## src/rtl/nl_pkg.sv

```systemverilog
package nl_pkg;
  localparam int unsigned DEF_WORD_W = 16;
  localparam int unsigned DEF_LANES  = 4;

  function automatic int unsigned slot_bits(input int unsigned slots);
    return (slots < 2) ? 1 : $clog2(slots);
  endfunction
endpackage

```

## src/rtl/nl_slot_ctr.sv

```systemverilog
module nl_slot_ctr #(
  parameter int unsigned SLOTS    = 4,
  parameter int unsigned RST_SLOT = 0,
  localparam int unsigned SW      = nl_pkg::slot_bits(SLOTS)
) (
  input  logic          clk_i,
  input  logic          rst_ni,
  input  logic          sync_i,
  output logic [SW-1:0] slot_o
);
  localparam logic [SW-1:0] LAST = SW'(SLOTS - 1);

  logic [SW-1:0] slot_q;

  // sync_i marks the current cycle as slot 0, so the next is slot 1
  always_ff @(posedge clk_i or negedge rst_ni) begin
    if (!rst_ni)             slot_q <= SW'(RST_SLOT);
    else if (sync_i)         slot_q <= SW'(1);
    else if (slot_q == LAST) slot_q <= '0;
    else                     slot_q <= slot_q + SW'(1);
  end

  assign slot_o = slot_q;
endmodule

```

## src/rtl/nl_tx_ser.sv

```systemverilog
module nl_tx_ser #(
  parameter int unsigned WORD_W = 16,
  parameter int unsigned LANES  = 4,
  localparam int unsigned SLOTS = WORD_W / LANES,
  localparam int unsigned SW    = nl_pkg::slot_bits(SLOTS)
) (
  input  logic              clk_i,
  input  logic              rst_ni,
  input  logic [SW-1:0]     slot_i,
  input  logic [WORD_W-1:0] word_i,
  input  logic [SLOTS-1:0]  aux_word_i,
  input  logic              valid_i,
  output logic              ready_o,
  output logic [LANES-1:0]  lane_o,
  output logic              aux_o,
  output logic              strobe_o,
  output logic              underrun_o
);
  localparam logic [SW-1:0] LAST = SW'(SLOTS - 1);

  logic [WORD_W-1:0] hold_q;
  logic [SLOTS-1:0]  aux_q;
  logic              und_q;

  assign ready_o = (slot_i == LAST);

  always_ff @(posedge clk_i or negedge rst_ni) begin
    if (!rst_ni) begin
      hold_q <= '0;
      aux_q  <= '0;
      und_q  <= 1'b0;
    end else if (ready_o) begin
      hold_q <= valid_i ? word_i : '0;
      aux_q  <= valid_i ? aux_word_i : '0;
      und_q  <= !valid_i;
    end
  end

  assign lane_o     = hold_q[slot_i*LANES +: LANES];
  assign aux_o      = aux_q[slot_i];
  assign strobe_o   = (slot_i == '0);
  assign underrun_o = und_q;
endmodule

```

## src/rtl/nl_rx_deser.sv

```systemverilog
module nl_rx_deser #(
  parameter int unsigned WORD_W = 16,
  parameter int unsigned LANES  = 4,
  localparam int unsigned SLOTS = WORD_W / LANES,
  localparam int unsigned SW    = nl_pkg::slot_bits(SLOTS)
) (
  input  logic              clk_i,
  input  logic              rst_ni,
  input  logic [SW-1:0]     slot_i,
  input  logic [LANES-1:0]  lane_i,
  input  logic              aux_i,
  input  logic              strobe_i,
  output logic [WORD_W-1:0] word_o,
  output logic [SLOTS-1:0]  aux_word_o,
  output logic              valid_o,
  output logic              frame_err_o
);
  localparam logic [SW-1:0] LAST = SW'(SLOTS - 1);

  logic              lock_q;
  logic [WORD_W-1:0] asm_q, asm_d;
  logic [SLOTS-1:0]  aux_asm_q, aux_asm_d;
  logic [SW-1:0]     pos;
  logic              capture, finish, fault;

  always_comb begin
    pos       = strobe_i ? '0 : slot_i;
    capture   = strobe_i || (lock_q && slot_i != '0);
    finish    = capture && (pos == LAST);
    // early strobe, or strobe absent where slot 0 was due
    fault     = lock_q && (strobe_i ? (slot_i != '0) : (slot_i == '0));
    asm_d     = asm_q;
    aux_asm_d = aux_asm_q;
    asm_d[pos*LANES +: LANES] = lane_i;
    aux_asm_d[pos]            = aux_i;
  end

  always_ff @(posedge clk_i or negedge rst_ni) begin
    if (!rst_ni) begin
      lock_q      <= 1'b0;
      asm_q       <= '0;
      aux_asm_q   <= '0;
      word_o      <= '0;
      aux_word_o  <= '0;
      valid_o     <= 1'b0;
      frame_err_o <= 1'b0;
    end else begin
      valid_o     <= finish;
      frame_err_o <= fault;
      if (strobe_i)            lock_q <= 1'b1;
      else if (slot_i == '0)   lock_q <= 1'b0;
      if (capture) begin
        asm_q     <= asm_d;
        aux_asm_q <= aux_asm_d;
      end
      if (finish) begin
        word_o     <= asm_d;
        aux_word_o <= aux_asm_d;
      end
    end
  end
endmodule

```

## src/rtl/nibble_link.sv

```systemverilog
module nibble_link #(
  parameter int unsigned WORD_W = nl_pkg::DEF_WORD_W,
  parameter int unsigned LANES  = nl_pkg::DEF_LANES,
  localparam int unsigned SLOTS = WORD_W / LANES,
  localparam int unsigned SW    = nl_pkg::slot_bits(SLOTS)
) (
  input  logic              clk_i,
  input  logic              rst_ni,
  input  logic [WORD_W-1:0] tx_word_i,
  input  logic [SLOTS-1:0]  tx_aux_word_i,
  input  logic              tx_valid_i,
  output logic              tx_ready_o,
  output logic [LANES-1:0]  tx_lane_o,
  output logic              tx_aux_o,
  output logic              tx_strobe_o,
  output logic              tx_underrun_o,
  input  logic [LANES-1:0]  rx_lane_i,
  input  logic              rx_aux_i,
  input  logic              rx_strobe_i,
  output logic [WORD_W-1:0] rx_word_o,
  output logic [SLOTS-1:0]  rx_aux_word_o,
  output logic              rx_valid_o,
  output logic              rx_frame_err_o
);
  logic [SW-1:0] tx_slot, rx_slot;

  // transmit slot starts at the load slot so reset leaves the strobe low
  nl_slot_ctr #(.SLOTS(SLOTS), .RST_SLOT(SLOTS - 1)) u_tx_ctr (
    .clk_i, .rst_ni, .sync_i(1'b0), .slot_o(tx_slot)
  );

  nl_slot_ctr #(.SLOTS(SLOTS), .RST_SLOT(0)) u_rx_ctr (
    .clk_i, .rst_ni, .sync_i(rx_strobe_i), .slot_o(rx_slot)
  );

  nl_tx_ser #(.WORD_W(WORD_W), .LANES(LANES)) u_tx (
    .clk_i, .rst_ni,
    .slot_i(tx_slot), .word_i(tx_word_i), .aux_word_i(tx_aux_word_i),
    .valid_i(tx_valid_i), .ready_o(tx_ready_o), .lane_o(tx_lane_o),
    .aux_o(tx_aux_o), .strobe_o(tx_strobe_o), .underrun_o(tx_underrun_o)
  );

  nl_rx_deser #(.WORD_W(WORD_W), .LANES(LANES)) u_rx (
    .clk_i, .rst_ni,
    .slot_i(rx_slot), .lane_i(rx_lane_i), .aux_i(rx_aux_i),
    .strobe_i(rx_strobe_i), .word_o(rx_word_o), .aux_word_o(rx_aux_word_o),
    .valid_o(rx_valid_o), .frame_err_o(rx_frame_err_o)
  );
endmodule

```

## config.mk

```make
export PLATFORM = sky130hd
export DESIGN_NAME = nibble_link
export DESIGN_NICKNAME = d
export VERILOG_FILES = /design/src/rtl/nl_pkg.sv /design/src/rtl/nl_slot_ctr.sv /design/src/rtl/nl_tx_ser.sv /design/src/rtl/nl_rx_deser.sv /design/src/rtl/nibble_link.sv
export SDC_FILE = /design/constraint.sdc
export NUM_CORES = 1
export LEC_CHECK = 0
export ABC_AREA = 1
export CORE_MARGIN = 8
export CORE_UTILIZATION = 50
export CTS_CLUSTER_SIZE = 28
export DETAILED_ROUTE_END_ITERATION = 8
export PLACE_DENSITY = 0.77
export RECOVER_POWER = 50
export SETUP_SLACK_MARGIN = 0.05
export SYNTH_ARGS = -nofsm -noshare
export SYNTH_HDL_FRONTEND = slang
export SYNTH_SLANG_ARGS = --single-unit
```

## constraint.sdc

```tcl
create_clock -name clk_i -period 2.9 [get_ports clk_i]
set_input_delay 0.58 -clock clk_i [delete_from_list [all_inputs] [get_ports clk_i]]
set_output_delay 0.58 -clock clk_i [all_outputs]
set_load 0.005 [all_outputs]
```

==> results of run 1 <==
## registers in the layout, indices dropped and copies added, names as in the netlist, 2 cells and up
| name | flops |
|---|---|
| u_tx.hold_q | 16 |
| u_rx.aux_word_o | 4 |
| u_rx.asm_q | 16 |
| u_tx_ctr.slot_o | 2 |
| u_rx.word_o | 16 |
| u_rx_ctr.slot_o | 2 |
| u_rx.aux_asm_q | 3 |
| u_tx.aux_q | 4 |
## area by class of cell
class / instances / area, sq um / area share, %
clock buffers: 10 / 138 / 3.47
clock inverters: 6 / 111 / 2.81
inverters: 23 / 86.3 / 2.18
well taps: 75 / 93.8 / 2.37
multi-input cells: 257 / 1250 / 31.5
repair buffers: 63 / 604 / 15.3
flip-flops and latches: 67 / 1680 / 42.4
## cell families after synthesis
kind of cell	synth area share, %
and+or+nand+nor	24.4
DFF	54.2
AOI/OAI and AO/OA	11.1
buffers and inverters	5.38
adders and majority gates	4.85
## metal layers
layer | part of all wire, % | GRT usage (%) | vias to the layer above | wire [um]
met5 | 0 | 0 | - | 0
met4 | 1.4 | 8.58 | 0 | 96
met3 | 4.6 | 3.49 | 8 | 320
met2 | 48 | 25.6 | 68 | 3340
met1 | 47 | 22.2 | 1145 | 3270
li1 | - | - | 1262 | -
## Yosys cell counts (all sizes together)
cell	n	area [sq um]
nand2	168	638
dfrtp	65	1630
nor2	28	113
inv	23	86.3
o21ai	22	121
a22o	20	175
ha	12	150
buf	9	65.1
o22ai	5	31.3
clkbuf	4	15.0
dfstp	2	52.6
a21oi	1	16.3
nand3	1	5.00
## worst max-delay path by stage
stage                                   from              to  slack (ps)  depth (start not counted)
after floorplan                  rx_strobe_i  u_rx.word_o[4]        1130                         10
after global placement           rx_strobe_i  u_rx.word_o[8]         370                         11
after detailed placement         rx_strobe_i  u_rx.word_o[8]         250                         11
after CTS                 u_tx_ctr.slot_o[0]    tx_lane_o[1]         310                          4
after global routing      u_tx_ctr.slot_o[0]    tx_lane_o[0]         170                          4
final                     u_tx_ctr.slot_o[0]        tx_aux_o         330                          4
## where the power goes
part           internal [mW]  switching, mW
combinational          0.199          0.204
clock                  0.596          0.361
sequential              1.03         0.0543
## critical path, stage by stage (launching register included)
cell             delay, ps
dfstp_2                670
inv_1                  210
o21ai_0                210
o22ai_1                 90
clkdlybuf4s50_1        470
==> results, run 1 <==
- The worst setup slack for register-to-register paths is 1000 ps.
- The worst setup path is captured at a primary output.
- The sum of net half-perimeters after detailed placement is 5080 um.
- The fraction of the yosys area taken by sequential cells is 54.2%.
- TritonCTS built the clock tree.
- The maximum buffer depth of the clock tree is 2.
- The placeable core region is 5960 sq um.
- The number of placed instances, taps included is 485.
- Across the run, the number of max-cap violations was 2.
- The leakage power total is 2.04 nW.
- The startpoint of the worst-slack reg-to-reg timing path is u_rx_ctr.slot_o[1].
- From bottom edge to top edge, the die measures 94.7 um.
- Across the VDD grid, the largest voltage drop is 0.337 mV.
- The total chip power is 2.45 mW.
- Leaving out fill and tap cells, the most frequent cells in the layout are nand2_1 (167), dfrtp_1 (65), clkdlybuf4s50_1 (47).
- Clock-pin slew was measured on the worst setup and hold paths at 70 ps.
- The quantity of gates resized following cts is 0.
- For the worst setup path, the data required time is 2320 ps.
- The antenna cell count is 0.
- The post-route netlist has 7.04% of its cells at a drive strength greater than 1.
- Synthesis inferred 67 register bits.
- The critical path in this run is classified as flip-flop to primary output.
- The startpoint type of the worst setup path is a flip-flop.
- The global-route congestion overflow total is 0.
- The count of synthesis-stage warnings from yosys is 0.
- For the worst setup path, the data arrival time is 1990 ps.
- Setup violations remaining at the end of the flow were counted as 0.
- Once layout is complete, the utilization of the core stands at 66.5%.
- The count of fill cells added during filler insertion is 506.
- OpenSTA, run right after detailed placement, puts the worst setup slack at 253 ps.
- The average instance in the mapped netlist occupies 8.60 sq um.
- The non-filler instance count after layout is 501.
- The post-layout net count is 462.
- After synthesis the cells add up to 3100 sq um.
- The synthesized net count is 401.
- Along the worst path, the maximum fanout reaches 13.
- The H-tree was split into 3 levels.
- The area enclosed by the die boundary is 8960 sq um.
- The DRC violation count after routing is 0.
- The max-slew violation total from the final report is 69.
- The count of buffers from port buffering is 58.
- The initial utilization of the core area, before any placement, comes to 52.0%.
- The number of hold violations in the final report is 0.
- The transition time at the pin with the least slew margin is 1730 ps.
- The cell sitting at the root of the clock tree is a clkbuf_8.
- The via count of the first global-routing pass is 2,535.
- The later pin in the worst-skew pair is clocked with a latency of 340 ps.
- The total wire length is 7020 um.
- Setup repair after global routing left no endpoint under its margin.
- The launch instance of the worst min-delay path is u_rx.word_o[1].
- The post-route worst setup slack is 331 ps.
- The worst-case clock skew is 6.09 ps.
- The ratio of total power to cell area is 618 nW/um^2.
- The number of clock buffers added by TritonCTS is 9.
- The fmax is 389 MHz.
- The growth of design area from synthesis to finish is 28.0%.
- The number of DRC violations after detailed-routing iteration 0 is 160.
- The min-delay analysis places its worst path in the category flip-flop to flip-flop.
- The pin count of the biggest net entering global routing is 35.
- The checks that failed: capacitance limit, slew limit.
- The run finished, with violations left.
- The worst hold path passes through 2 cells.
- The worst relative slew slack is -15.1%.
- In the finished design, the share of the clock period the worst path needs comes to 88.6%.
- Adding up every negative setup slack in the final design gives 0 ps.
- The total clock sinks is 67.
- The initialized floorplan defines 28 standard-cell rows.
- The wire length of the first global-routing pass is 11,900 um.
- The overall track demand over capacity in global routing is 16.8%.
- The endpoint of the lowest-slack register-to-register path is u_rx.word_o[8].
- Leaving out fill and tap cells, the most frequent cell in the layout is nand2_1.
- The number of antenna-violating nets in the routed design is 0.
- The number of placed I/O pins is 59.
- The worst hold path terminates at u_rx.word_o[1].
- The final instance area is 3960 sq um.
- The placer's final routability congestion estimate is 0.938.
- The minimum clock period is 2570 ps.
- Dividing the detail-routed wire length by the instance count gives 14.0 um.
- The number of hold-repair buffers added at the cts stage is 0.
- The instance count of the mapped netlist is 360.
- The width of the die is 94.7 um.
- The number of vias per cell after detailed routing is 4.96.
- Synthesis instantiated 20 different standard cells from the library.
- Measured in cells, the most critical reg-to-reg path has a length of 11.
- Hold is met by 477 ps.
- The count of vias placed by the detailed router is 2,483.
- The number of antenna violations at the first check in global routing is 0.
- The first TritonRoute pass finished after 4 iterations.
- The number of buffers inserted to repair setup after CTS is 0.
- The cell area after placement is 3720 sq um.
Power figures use the tool's default switching activity.
==> run 2: changes to the inputs <==
--- a/config.mk
+++ b/config.mk
@@ -7,12 +7,13 @@
 export LEC_CHECK = 0
 export ABC_AREA = 1
 export CORE_MARGIN = 8
-export CORE_UTILIZATION = 50
+export CORE_UTILIZATION = 47
 export CTS_CLUSTER_SIZE = 28
 export DETAILED_ROUTE_END_ITERATION = 8
-export PLACE_DENSITY = 0.77
+export PLACE_DENSITY = 0.76
 export RECOVER_POWER = 50
 export SETUP_SLACK_MARGIN = 0.05
+export SKIP_LAST_GASP = 1
 export SYNTH_ARGS = -nofsm -noshare
 export SYNTH_HDL_FRONTEND = slang
 export SYNTH_SLANG_ARGS = --single-unit
==> constraint.sdc (replaced) <==
create_clock -name clk_i -period 2.1 [get_ports clk_i]
set_input_delay 0.42 -clock clk_i [delete_from_list [all_inputs] [get_ports clk_i]]
set_output_delay 0.42 -clock clk_i [all_outputs]
set_load 0.005 [all_outputs]
==> run 2 against run 1 <==
  * The flow now finishes without violations
  * Die area rose by 5.3%
  * Largest cell class unchanged
  * Routed wire length is 2.9% higher
  * Largest power group is now clock
  * Core utilization shrank 1.0 points
  * Worst setup slack got worse by 300 ps
  * Critical path depth is the same
  * Combinational power up 46%
  * First-iteration DRC count down 23%
  * Sequential power rose by 38%
==> results, run 2 (same netlist as run 1, synthesis figures left out) <==
- The run finished with clean final reports.
- The final instance area is 4160 sq um.
- The post-route worst setup slack is 34.2 ps.
- The minimum clock period is 2070 ps.
- Setup repair after global routing could not meet its margin everywhere.
- The largest registers in the layout are u_rx.asm_q: 16 flops, u_rx.word_o: 16 flops, u_tx.hold_q: 16 flops.
- The width of the die is 97.2 um.
- The number of vias per cell after detailed routing is 5.04.
- The startpoint type of the worst setup path is a flip-flop.
- The post-layout net count is 483.
- In this run, placement finished with an instance count of 501.
- The leading cell type in the layout, fill and taps excluded is nand2_1.
- The total wire length is 7230 um.
- The count of vias placed by the detailed router is 2,643.
- The number of failing setup endpoints in the final timing report is 0.
- TritonCTS built the clock tree.
- The antenna cell count is 0.
- The leakage power total is 2.15 nW.
- After detailed routing, the number of remaining DRC violations is 0.
- The final standard cell utilization of the core is 65.5%.
- Dividing the detail-routed wire length by the instance count gives 13.8 um.
- Global routing consumed, over all layers together, 15.8% of the routing resources.
- The wire length of the first global-routing pass is 12,700 um.
- In this run, CTS created clock tree buffers numbering 9.
- Clock-pin slew was measured on the worst setup and hold paths at 70 ps.
- Max-cap violations in this run came to 0.
- The number of antenna violations at the first check in global routing came to 0.
- The sum of net half-perimeters after detailed placement is 5160 um.
- The count of buffers from port buffering is 58.
- In this run the core area contains 29 standard-cell rows.
- Once the floorplan was initialized, standard cells occupied 48.7% of the core.
- IR analysis of the VDD net gives a maximum drop of 0.676 mV.
- The signal arrival time at the worst endpoint is 1650 ps.
- Clock tree synthesis found a total of 67 sinks.
- The share of the clock period used by the worst path after layout is 98.4%.
- For the worst-skew pair, the clock arrives at the later sink with an insertion delay of 330 ps.
- The area used by multi-input combinational logic is 1250 sq um.
- Timing would allow up to 484 MHz.
- The first detailed-routing pass took 5 iterations.
- At the end of routability-driven placement, the weighted congestion stood at 0.833.
- The cell area after placement is 3840 sq um.
- Hold is met by 391 ps.
- Entering global routing, the biggest net connects 47 pins.
- The worst setup path is of the flip-flop to primary output kind.
- The max-slew violation total from the final report came to 0.
- In this run, the number of DRC markers left after iteration 0 of detailed routing was 124.
- The growth of design area from synthesis to finish is 34.4%.
- The worst-case clock skew is 5.82 ps.
- Clock tree synthesis selected as its root buffer the cell clkbuf_8.
- The worst pin sits at a relative slew slack of 24.2%.
- The number of antenna-violating nets in the routed design is 0.
- The type of the tightest min-delay check is primary input to async pin.
- The H-tree was split into 3 levels.
- The area enclosed by the die boundary is 9440 sq um.
- The number of hold violations in the final report was 0.
- The number of placed I/O pins is 59.
- The sum of negative setup slack is 0 ps.
- Registers take 1680 sq um.
- Fill cells in the final layout number 516.
- At the worst endpoint, the required time is 1680 ps.
- The layout cell share with drive strength beyond 1 is 13.4%.
- The top cell types in the final layout, fill and taps aside, are nand2_1 (167), dfrtp_1 (65), clkdlybuf4s50_1 (50).
- The type of element capturing the critical path is a primary output.
- The floorplan step defined a core boundary enclosing 6350 sq um.
- OpenSTA, run right after detailed placement, puts the worst setup slack at -84.4 ps.
- The design draws 3.65 mW.
- The maximum buffer depth of the clock tree is 2.
- The vertical extent of the die is 97.2 um.
- After the flow finishes, the layout carries non-filler instances totaling 524.
- Dividing total power by cell area gives a power density of 877 nW/um^2.
- Global routing finished with a remaining overflow of 0.
- At the pin with the least slew margin, the transition time is 1140 ps.
- Of all nets on the critical path, the largest fanout is 5.
- The via count of the first global-routing pass is 2,724.
run 2: cell count changes in the layout (fill, tap and decap cells not counted), moves of 3 or more:
cell             previous run  this run
buf_4                       3        23
dlygate4sd3_1              10         0
clkbuf_2                    0         4
clkdlybuf4s50_1            47        50
dlygate4sd2_1               0         3
o21ai_0                    15        12
o21ai_1                     4         7
run 2: worst max-delay path, stage by stage, from the launching register on:
cell and delay (ps):
dfstp_2 570, clkinvlp_4 140, buf_4 150, ha_1 180, dlygate4sd2_1 270
run 2: layout make-up:
| type | count | share of cell area (%) |
|---|---|---|
| clock buffers | 10 | 3.31 |
| clock inverters | 6 | 3.82 |
| inverters | 23 | 2.17 |
| multi-input cells | 257 | 30.2 |
| flip-flops and latches | 67 | 40.4 |
| well taps | 77 | 2.32 |
| repair buffers | 84 | 17.9 |
run 2: what timing repair did:
item / in CTS / in global routing
hold buffers: 0 / 0
pin swaps: 0 / 1
gates cloned: 0 / 0
resized for setup: 8 / 15
setup endpoints to repair: 7 / 12
setup buffers: 5 / 2
run 2: metal layers:
metal / global-route usage, % / wire length (um)
met1: 20.1 / 3290
met2: 24.6 / 3420
met3: 3.49 / 336
met4: 7.93 / 175
met5: 0 / 0
run 2: final timing paths:
kind | start | slack [ps] | to | cells past startpoint
worst max register to register | u_rx_ctr.slot_o[0] | 340 | u_rx.word_o[3] | 8
worst max-delay path | u_tx_ctr.slot_o[0] | 30 | tx_strobe_o | 4
max in group asynchronous | rst_ni | 1020 | u_rx.word_o[12] | 2
worst min register to register | u_rx.aux_word_o[3] | 470 | u_rx.aux_word_o[3] | 2
min in group clk_i | u_rx.aux_word_o[3] | 470 | u_rx.aux_word_o[3] | 2
worst min-delay path | rst_ni | 390 | u_rx.word_o[5] | 2
run 2: where the power goes:
part,internal [mW],switching (mW),leakage (nW)
Sequential,1.43,0.0726,0.886
Combinational,0.303,0.284,1.12
Clock,1.07,0.496,0.147
Total,2.80,0.853,2.15
